==> src/rtl/srq_pkg.sv <==
package srq_pkg;
  localparam int ByteW   = 8;
  localparam int BitErr  = 2;
  localparam int BitExt  = 3;
  localparam int BitMsg  = 4;
  localparam int BitStd  = 5;
  localparam int BitSum  = 6;

  localparam logic [1:0] AddrEnable = 2'd0;
  localparam logic [1:0] AddrStatus = 2'd1;
  localparam logic [1:0] AddrPoll   = 2'd2;

  typedef struct packed {
    logic wrEnable;
    logic rdEnable;
    logic rdStatus;
    logic rdPoll;
    logic rdAny;
  } strobes_t;
endpackage

==> src/rtl/srq_ctrl.sv <==
module srq_ctrl
  import srq_pkg::*;
(
  input  logic       clk,
  input  logic       rst,
  input  logic       regWr,
  input  logic       regRd,
  input  logic [1:0] regAddr,
  input  logic       mss,
  output strobes_t   strobes,
  output logic       rqsFlag
);
  logic mssPrev;
  logic mssRise;

  // Address decode into strobes
  always_comb begin
    strobes          = '0;
    strobes.rdAny    = regRd;
    strobes.wrEnable = regWr && (regAddr == AddrEnable);
    strobes.rdEnable = regRd && (regAddr == AddrEnable);
    strobes.rdStatus = regRd && (regAddr == AddrStatus);
    strobes.rdPoll   = regRd && (regAddr == AddrPoll);
  end

  assign mssRise = mss && !mssPrev;

  // Request flag: a rising edge wins over a clearing poll in the same cycle
  always_ff @(posedge clk) begin
    if (rst) begin
      mssPrev <= 1'b0;
      rqsFlag <= 1'b0;
    end else begin
      mssPrev <= mss;
      if (mssRise)
        rqsFlag <= 1'b1;
      else if (!mss || strobes.rdPoll)
        rqsFlag <= 1'b0;
    end
  end
endmodule

==> src/rtl/srq_datapath.sv <==
module srq_datapath
  import srq_pkg::*;
#(
  parameter int STD_W = 8,
  parameter int EXT_W = 16
) (
  input  logic             clk,
  input  logic             rst,
  input  logic [STD_W-1:0] stdEvt,
  input  logic [STD_W-1:0] stdEvtEn,
  input  logic [EXT_W-1:0] extEvt,
  input  logic [EXT_W-1:0] extEvtEn,
  input  logic             outQNotEmpty,
  input  logic             errQNotEmpty,
  input  logic [ByteW-1:0] regWdata,
  input  strobes_t         strobes,
  input  logic             rqsFlag,
  output logic             mss,
  output logic [ByteW-1:0] regRdata,
  output logic             regRvalid
);
  localparam logic [ByteW-1:0] SumMask = ByteW'(1) << BitSum;

  logic [ByteW-1:0] enableReg;
  logic [ByteW-1:0] statusBase;
  logic [ByteW-1:0] gatedBits;

  // Status byte without bit 6
  always_comb begin
    statusBase         = '0;
    statusBase[BitErr] = errQNotEmpty;
    statusBase[BitExt] = |(extEvt & extEvtEn);
    statusBase[BitMsg] = outQNotEmpty;
    statusBase[BitStd] = |(stdEvt & stdEvtEn);
  end

  for (genvar i = 0; i < ByteW; i++) begin : g_gate
    if (i == BitSum) begin : g_skip
      assign gatedBits[i] = 1'b0;
    end else begin : g_and
      assign gatedBits[i] = statusBase[i] & enableReg[i];
    end
  end

  assign mss = |gatedBits;

  always_ff @(posedge clk) begin
    if (rst) begin
      enableReg <= '0;
    end else if (strobes.wrEnable) begin
      enableReg <= regWdata & ~SumMask;
    end
  end

  always_ff @(posedge clk) begin
    if (rst) begin
      regRvalid <= 1'b0;
      regRdata  <= '0;
    end else begin
      regRvalid <= strobes.rdAny;
      if (strobes.rdEnable)
        regRdata <= enableReg;
      else if (strobes.rdStatus)
        regRdata <= statusBase | (mss ? SumMask : '0);
      else if (strobes.rdPoll)
        regRdata <= statusBase | (rqsFlag ? SumMask : '0);
      else
        regRdata <= '0;
    end
  end
endmodule

==> src/rtl/srq_status_unit.sv <==
module srq_status_unit
  import srq_pkg::*;
#(
  parameter int STD_W = 8,
  parameter int EXT_W = 16
) (
  input  logic             clk,
  input  logic             rst,
  input  logic [STD_W-1:0] stdEvt,
  input  logic [STD_W-1:0] stdEvtEn,
  input  logic [EXT_W-1:0] extEvt,
  input  logic [EXT_W-1:0] extEvtEn,
  input  logic             outQNotEmpty,
  input  logic             errQNotEmpty,
  input  logic             regWr,
  input  logic             regRd,
  input  logic [1:0]       regAddr,
  input  logic [7:0]       regWdata,
  output logic [7:0]       regRdata,
  output logic             regRvalid,
  output logic             masterSummary,
  output logic             srq
);
  strobes_t strobes;
  logic     mss;
  logic     rqsFlag;

  srq_ctrl u_ctrl (
    .clk     (clk),
    .rst     (rst),
    .regWr   (regWr),
    .regRd   (regRd),
    .regAddr (regAddr),
    .mss     (mss),
    .strobes (strobes),
    .rqsFlag (rqsFlag)
  );

  srq_datapath #(.STD_W(STD_W), .EXT_W(EXT_W)) u_dp (
    .clk          (clk),
    .rst          (rst),
    .stdEvt       (stdEvt),
    .stdEvtEn     (stdEvtEn),
    .extEvt       (extEvt),
    .extEvtEn     (extEvtEn),
    .outQNotEmpty (outQNotEmpty),
    .errQNotEmpty (errQNotEmpty),
    .regWdata     (regWdata),
    .strobes      (strobes),
    .rqsFlag      (rqsFlag),
    .mss          (mss),
    .regRdata     (regRdata),
    .regRvalid    (regRvalid)
  );

  assign masterSummary = mss;
  assign srq           = rqsFlag;
endmodule

==> config.mk <==
export PLATFORM = sky130hd
export DESIGN_NAME = srq_status_unit
export DESIGN_NICKNAME = d
export VERILOG_FILES = /design/src/rtl/srq_pkg.sv /design/src/rtl/srq_ctrl.sv /design/src/rtl/srq_datapath.sv /design/src/rtl/srq_status_unit.sv
export SDC_FILE = /design/constraint.sdc
export NUM_CORES = 1
export LEC_CHECK = 0
export BUFFER_PORTS_ARGS = -buffer_cell sky130_fd_sc_hd__buf_2
export CORE_UTILIZATION = 36
export DETAILED_ROUTE_END_ITERATION = 16
export MAX_ROUTING_LAYER = met4
export PLACE_DENSITY = 0.86
export SKIP_LAST_GASP = 1
export SLEW_MARGIN = 20
export SYNTH_ARGS = -nofsm -noshare
export SYNTH_HDL_FRONTEND = slang
export SYNTH_HIERARCHICAL = 1
export SYNTH_SLANG_ARGS = --single-unit
==> constraint.sdc <==
create_clock -name clk -period 1.85 [get_ports clk]
set_input_delay 0.37 -clock clk [delete_from_list [all_inputs] [get_ports clk]]
set_output_delay 0.37 -clock clk [all_outputs]
set_load 0.005 [all_outputs]
Word level (Yosys, flattened, before mapping)
Cells that the tools add are included.

word-level totals
  bits in registers = 18
  bits in latches = 0
  memory bits (writable) = 0
  bits in read-only memories = 0
  input port bits = 64
  output and inout port bits = 11
  word-level logic and storage cells = 37
  memories = 0

cells by class
  add/sub/neg operators = 0
  $mul = 0
  div/mod/pow operators = 0
  $lt $le $gt $ge = 0
  eq/ne operators = 2
  shift operators = 0
  mux-type cells = 7
  bitwise logic cells = 8
  reductions and logical operators = 14

operators by type and width
  cell                                                 number
  two-way mux 8 bit                                    3
  bitwise AND 16 bit                                   1
  OR 6 x 8 -> 8 bit                                    2
  OR reduction 16 bit                                  1
  two-way mux 7 bit                                    2
  bitwise AND 8 bit                                    1
  OR reduction 8 bit                                   1
  logical AND 1 bit                                    5
  bitwise AND 1 bit                                    4
  OR reduction 4 bit                                   1
  equality test 2 x 1 -> 1 bit, second input constant  1
  equality test 2 bit, second input constant           1
  logical NOT 1 bit                                    2
  logical NOT 2 bit                                    1
  two-way mux 1 bit                                    2
  nonzero test 2 bit                                   1
  OR reduction 2 bit                                   1
  logical OR 1 bit                                     1

Longest topological paths before layout
Gate-level depths: netlist (run 1).

  depth after elaboration = 8
  gate-level depth with buffers = 7

Modules after synthesis
The synthesis (run 1) kept the hierarchy.

by module, submodules not included
  module        times used  cells an instance  area an instance (um^2)
  srq_datapath  1           71                 706.9
  srq_ctrl      1           12                 107.6

Worst setup path after synthesis (run 1)
No wires, ideal clock.

  path type = input-to-reg
  start point = input port extEvt[5]
  end point = register u_ctrl.rqsFlag
  setup time = 0.116 ns
  arrival = 1.382 ns
  data required time = 1.734 ns
  setup slack = 0.352 ns
  stages on the path = 7
  path buffers = 0
  path through = a22o_1 a221oi_2 and4_1 nand2b_2 nand2_1 nor2b_1 and3_1

on the way
  word-level cells in the longest chain between the ends = 7
  elaborated cells on any way between the ends = 9
  classes of those cells = mux: 1; bitwise: 2; reduce/logical: 6

ends and longest elaborated chain
  item                          line                   RTL
  from (decl)                   srq_status_unit.sv:11  input logic [EXT_W-1:0] extEvt,
  bitwise AND 16 bit *          srq_datapath.sv:32     statusBase[BitExt] = |(extEvt & extEvtEn);
  OR reduction 16 bit *         srq_datapath.sv:32
  bitwise AND 1 bit *           srq_datapath.sv:41     assign gatedBits[i] = statusBase[i] & enableReg[i];
  OR reduction 4 bit *          srq_datapath.sv:45     assign mss = |gatedBits;
  named net masterSummary       srq_status_unit.sv:21  output logic masterSummary,
  logical NOT 1 bit             srq_ctrl.sv:37         else if (!mss || strobes.rdPoll)
  logical OR 1 bit              srq_ctrl.sv:37
  nonzero test 2 bit (no line)  n/a
  to (signal assigned)          srq_ctrl.sv:32         rqsFlag <= 1'b0;
  to (signal assigned)          srq_ctrl.sv:36         rqsFlag <= 1'b1;
  to (signal assigned)          srq_ctrl.sv:38         rqsFlag <= 1'b0;
  to (decl)                     srq_ctrl.sv:11         output logic rqsFlag

Mark *: on every way through the listed nets, which the timed path passes. The rest lies on a longest branch.
A chain may end at the register's enable or synchronous reset.

Final worst setup path (run 1)
  start point = input port stdEvtEn[3]
  end point = output port masterSummary

on the way
  word-level cells in the longest chain between the ends = 4

ends and longest elaborated chain
  item                line                   RTL
  from (decl)         srq_status_unit.sv:10  input logic [STD_W-1:0] stdEvtEn,
  bitwise AND 8 bit   srq_datapath.sv:34     statusBase[BitStd] = |(stdEvt & stdEvtEn);
  OR reduction 8 bit  srq_datapath.sv:34
  bitwise AND 1 bit   srq_datapath.sv:41
  OR reduction 4 bit  srq_datapath.sv:45
  to (decl)           srq_status_unit.sv:21

No other way between the ends.

==> results of run 1 <==
flip-flops by register name, indices dropped and copies added (netlist names):
name / cells
u_ctrl/mssPrev: 1
u_ctrl/rqsFlag: 1
u_dp/enableReg: 7
u_dp/regRdata: 8
u_dp/regRvalid: 1
per-layer routing:
layer	share of wire	track usage	up-vias
li1	-	-	458
met1	0.37	0.175	405
met2	0.55	0.324	56
met3	0.085	0.0247	0
met4	0	0.0952	0
met5	0	-	-
metrics by stage:
stage | worst slack, ns | area, um2 | cells | setup TNS, ns | hold slack, ns
floorplan | 0.352 | 815 | 83 | 0 | 0.429
global placement | 0.0445 | 1210 | 181 | 0 | 0.439
detailed placement | -0.00643 | 1210 | 181 | -0.00643 | 0.448
CTS | -0.00689 | 1240 | 185 | -0.00689 | 0.305
global route | -0.109 | 1280 | 185 | -0.109 | 0.309
finish | -0.0444 | 1280 | 185 | -0.0444 | 0.314
cells in the mapped netlist (all sizes together):
master / number
dfxtp: 18
nor2: 13
mux2i: 7
a22oi: 5
a21oi: 4
a221oi: 4
a22o: 4
nor3b: 4
and2: 3
nand2: 3
nand2b: 3
nor2b: 3
buf: 2
clkbuf: 2
a222oi: 1
a31oi: 1
and3: 1
and3b: 1
and4: 1
nand4: 1
nand4b: 1
or3: 1
power by group through the flow:
stage          sequential (uW)  combinational, uW  clock (uW)
6_report                   406                158         239
5_1_grt                    408                172         266
4_1_cts                    406                148         244
3_5_place_dp               415                148           0
3_3_place_gp               415                143           0
2_1_floorplan              415               58.2           0
timing repair:
item / CTS / global route
resized for setup: 0 / 7
endpoints found under the setup margin: 1 / 1
pin swaps: 0 / 6
path summary, 6_finish.rpt:
| check | startpoint | slack [ns] | end |
|---|---|---|---|
| setup / recovery | stdEvtEn[3] | -0.04 | masterSummary |
| hold reg to reg | u_dp/enableReg[0] | 0.48 | u_dp/regRdata[0] |
| hold / removal | regWdata[3] | 0.31 | u_dp/enableReg[3] |
| setup reg to reg | u_dp/enableReg[4] | 0.54 | u_ctrl/rqsFlag |
layout make-up:
type                    count  area [um2]  area share
multi-input cells          61         454       0.354
flip-flops and latches     18         360       0.281
clock buffers               4        36.3      0.0283
repair buffers             75         399       0.311
well taps                  27        33.8      0.0263
cell families (layout without fill, tap and decap cells):
kind of cell           Yosys count  in the layout  synth area share
multiplexers                     7              7            0.0860
AND/OR/NAND/NOR                 35             35             0.240
AO/OA/AOI/OAI                   19             19             0.207
flip-flops                      18             18             0.442
buffers and inverters            4             79            0.0246
tightest hold or removal path: stages:
cell	delay (ns)
buf_2	0.07
mux2i_1	0.05
nor2_1	0.07
==> impl_metrics.env, run 1 <==
export IMPL_status="finished, violations left"
export IMPL_antenna_cells=0
export IMPL_clk_pin_slew_ns=0.10
export IMPL_hpwl_um=1720
export IMPL_power_frac_clock=0.297
export IMPL_drv_slew=0
export IMPL_mostFrequentLayoutCell="buf_2"
export IMPL_fin_crit_ns=1.89
export IMPL_drv_cap=0
export IMPL_clkSinkCount=18
export IMPL_antenna_found_initial=0
export IMPL_clock_fmax_ghz=0.528
export IMPL_min_path_cells=3
export IMPL_maxSlewHeadroom=0.706
export IMPL_cts_root_buffer="clkbuf_4"
export IMPL_clockBufferDepth=2
export IMPL_r2r_worst_path_cells=4
export IMPL_power_switching_share=0.236
export IMPL_cts_tree="done"
export IMPL_coreArea_um2=2040
export IMPL_slowest_stage="a222oi_1"
export IMPL_routed_via_density=4.97
export IMPL_drc=0
export IMPL_seqPwrFrac=0.506
export IMPL_synth_nets=147
export IMPL_failed_checks="setup timing"
export IMPL_yosysTopAreaCellShare=0.442
export IMPL_path_class="primary input to primary output"
export IMPL_crit_fanout=2
export IMPL_post_cts_buffers=0
export IMPL_die_w_um=49.6
export IMPL_synth_area_top_cells="dfxtp_1, mux2i_1, a221oi_2"
export IMPL_htreeDepth=1
export IMPL_vias=919
export IMPL_synth_area_per_cell_um2=9.81
export IMPL_clk_latency_ns=0.29
export IMPL_synth_cells=83
export IMPL_p_switching_uw=189
export IMPL_nFillCells=191
export IMPL_synth_top_cell_by_area="dfxtp_1"
export IMPL_ir_drop_v=0.000309
export IMPL_nets=223
export IMPL_ys_warn_count=6
export IMPL_place_port_buffers=73
export IMPL_cts_buffers=3
export IMPL_setup_viol=1
export IMPL_row_count=16
export IMPL_grt_remaining_overflow=0
export IMPL_internal_power_uw=614
export IMPL_cp_depth=6
export IMPL_leakage_uw=0.000632
export IMPL_worst_path_buf_inv=2
export IMPL_hp_class="primary input to flip-flop"
export IMPL_layout_setup_ws_ns=-0.0444
export IMPL_ios=75
export IMPL_grt_usage=0.175
export IMPL_p_per_area_nw_per_um2=626
export IMPL_holdBufCountCts=0
export IMPL_grt_pass1_vias=814
export IMPL_fin_crit_sh=1.02
export IMPL_wl_per_cell_um=11.7
export IMPL_die_area_um2=2460
export IMPL_cpLargestDelayFamily="compound AO/OA/AOI/OAI gates"
export IMPL_p_total_uw=803
export IMPL_yosysUniqueCellTypes=24
export IMPL_slowest_delay_ns=0.47
export IMPL_wirelength_um=2160
export IMPL_seq_area_frac_synth=0.442
export IMPL_hold_viol=0
export IMPL_startpoint_type="primary input"
export IMPL_dr_pass1_iters=4
export IMPL_area_growth_pct=57.6
export IMPL_synth_area_um2=815
export IMPL_postRouteAntennaNets=0
export IMPL_worst_pin_slew_ns=0.440
export IMPL_routabilityCongestion=0.802
export IMPL_post_route_util=0.629
export IMPL_finClkSkew_ns=0.00470
export IMPL_worstSetupEndpointType="primary output"
export IMPL_layout_common_cells="buf_2, dfxtp_1, nor2_1"
export IMPL_layout_drive_gt1_share=0.563
export IMPL_p_comb_frac=0.197
export IMPL_drtIter0Drc=9
export IMPL_required_ns=1.48
export IMPL_grt_pass1_wl_um=3190
export IMPL_synth_seq_cells=18
export IMPL_grt_setup_unrepaired="yes"
export IMPL_crit_arrival_ns=1.52
export IMPL_grt_max_degree=16
export IMPL_start_util=0.399
export IMPL_path_cells="buf_6 > a22oi_2 > nand4_1 > a222oi_1 > nand2_1 > buf_2"
export IMPL_die_y_um=49.6
Power figures use the tool's default switching activity.
==> run 2: changes to the inputs <==
Settings changed: BUFFER_PORTS_ARGS -buffer_cell sky130_fd_sc_hd__buf_2 to default, CORE_UTILIZATION 36 to 58, CTS_CLUSTER_DIAMETER from default to 50, DONT_BUFFER_PORTS from default to 1, PLACE_DENSITY 0.86 to 0.82.
==> impl_metrics.env, run 2 (synthesis results as in run 1) <==
export IMPL_status="finished, final reports clean"
export IMPL_ir_drop_v=0.000484
export IMPL_worst_pin_slew_ns=0.347
export IMPL_coreArea_um2=1300
export IMPL_postRouteAntennaNets=0
export IMPL_start_util=0.626
export IMPL_routabilityCongestion=0.712
export IMPL_holdBufCountCts=0
export IMPL_finalInstanceArea_um2=865
export IMPL_grt_setup_unrepaired="no"
export IMPL_placed_area_um2=828
export IMPL_routed_via_density=6.47
export IMPL_maxSlewHeadroom=0.769
export IMPL_dr_pass1_iters=4
export IMPL_grt_max_degree=16
export IMPL_path_class="primary input to primary output"
export IMPL_grt_pass1_vias=561
export IMPL_fin_crit_ns=1.56
export IMPL_cts_resized=0
export IMPL_p_per_area_nw_per_um2=815
export IMPL_grt_remaining_overflow=0
export IMPL_drv_cap=0
export IMPL_place_port_buffers=0
export IMPL_crit_arrival_ns=1.19
export IMPL_startpoint_type="primary input"
export IMPL_drc=0
export IMPL_grt_usage=0.224
export IMPL_nets=150
export IMPL_cts_buffers=3
export IMPL_mostFrequentLayoutCell="dfxtp_1"
export IMPL_clkSinkCount=18
export IMPL_die_y_um=39.5
export IMPL_layout_drive_gt1_share=0.141
export IMPL_grt_pass1_wl_um=2280
export IMPL_clk_pin_slew_ns=0.11
export IMPL_clk_latency_ns=0.28
export IMPL_worstSetupEndpointType="primary output"
export IMPL_die_area_um2=1560
export IMPL_wl_per_cell_um=16.1
export IMPL_reg_top3="u_dp/regRdata x8, u_dp/enableReg x7"
export IMPL_drtIter0Drc=14
export IMPL_antenna_found_initial=0
export IMPL_post_cts_buffers=0
export IMPL_ios=75
export IMPL_area_growth_pct=6.14
export IMPL_finClkSkew_ns=0.00754
export IMPL_largest_reg_flops=8
export IMPL_reg2reg_slack_ns=0.59
export IMPL_fin_crit_sh=0.845
export IMPL_cts_root_buffer="clkbuf_4"
export IMPL_required_ns=1.48
export IMPL_setup_viol=0
export IMPL_vias=647
export IMPL_clock_fmax_ghz=0.640
export IMPL_crit_fanout=2
export IMPL_htreeDepth=1
export IMPL_hp_class="primary input to flip-flop"
export IMPL_row_count=13
export IMPL_regMostFlops="u_dp/regRdata"
export IMPL_leakage_uw=0.000321
export IMPL_cts_tree="done"
export IMPL_finalSetupTns_ns=0
export IMPL_clockBufferDepth=2
export IMPL_antenna_cells=0
export IMPL_drv_slew=0
export IMPL_wirelength_um=1610
export IMPL_layout_common_cells="dfxtp_1, nor2_1, mux2i_1"
export IMPL_hpwl_um=1350
export IMPL_hold_viol=0
export IMPL_die_w_um=39.5
## run 2: cell count changes in the layout (fill, tap and decap cells not counted), sizes merged
cell	change
buf	-73
## run 2: worst paths after layout
path | from | end | depth (start not counted)
max | extEvt[1] | masterSummary | 5
min | rst | u_dp/enableReg[5] | 1
max reg2reg | u_dp/enableReg[4] | u_ctrl/rqsFlag | 4
min reg2reg | u_dp/enableReg[0] | u_dp/regRdata[0] | 1
## run 2: cell type report
class / instances / area, um2
Fill cell: 112 / 437
Multi-Input combinational cell: 61 / 434
Sequential cell: 18 / 360
Clock buffer: 4 / 36.3
Tap cell: 15 / 18.8
Timing Repair Buffer: 2 / 15.0
## run 2: worst max-delay path, cell delays in order
cell and delay, ns:
a22o_1 0.22, a221oi_2 0.17, and4_1 0.22, nand2b_2 0.13
nand2_1 0.08
## run 2: where the power goes
group	leakage, uW	switching [uW]	internal, uW
sequential	0.000146	7.59	401
clock	0.0000210	115	120
combinational	0.000154	25.6	36.8
total	0.000321	148	557
## run 2: stage by stage
step | power [uW] | utilization | setup WS [ns] | instances | hold WS (ns)
global route | 735 | 0.664 | 0.223 | 100 | 0.122
floorplan | 473 | - | 0.352 | 83 | 0.429
global placement | 478 | 0.637 | 0.225 | 96 | 0.434
detailed placement | 480 | 0.637 | 0.225 | 96 | 0.446
CTS | 708 | 0.664 | 0.270 | 100 | 0.139
finish | 705 | 0.664 | 0.288 | 100 | 0.140
## run 2: metal layers
layer	GRT usage	part of all wire	vias up
li1	-	-	310
met1	0.266	0.43	303
met2	0.365	0.49	32
met3	0.0398	0.077	2
met4	0.103	0.0087	0
met5	-	0	-
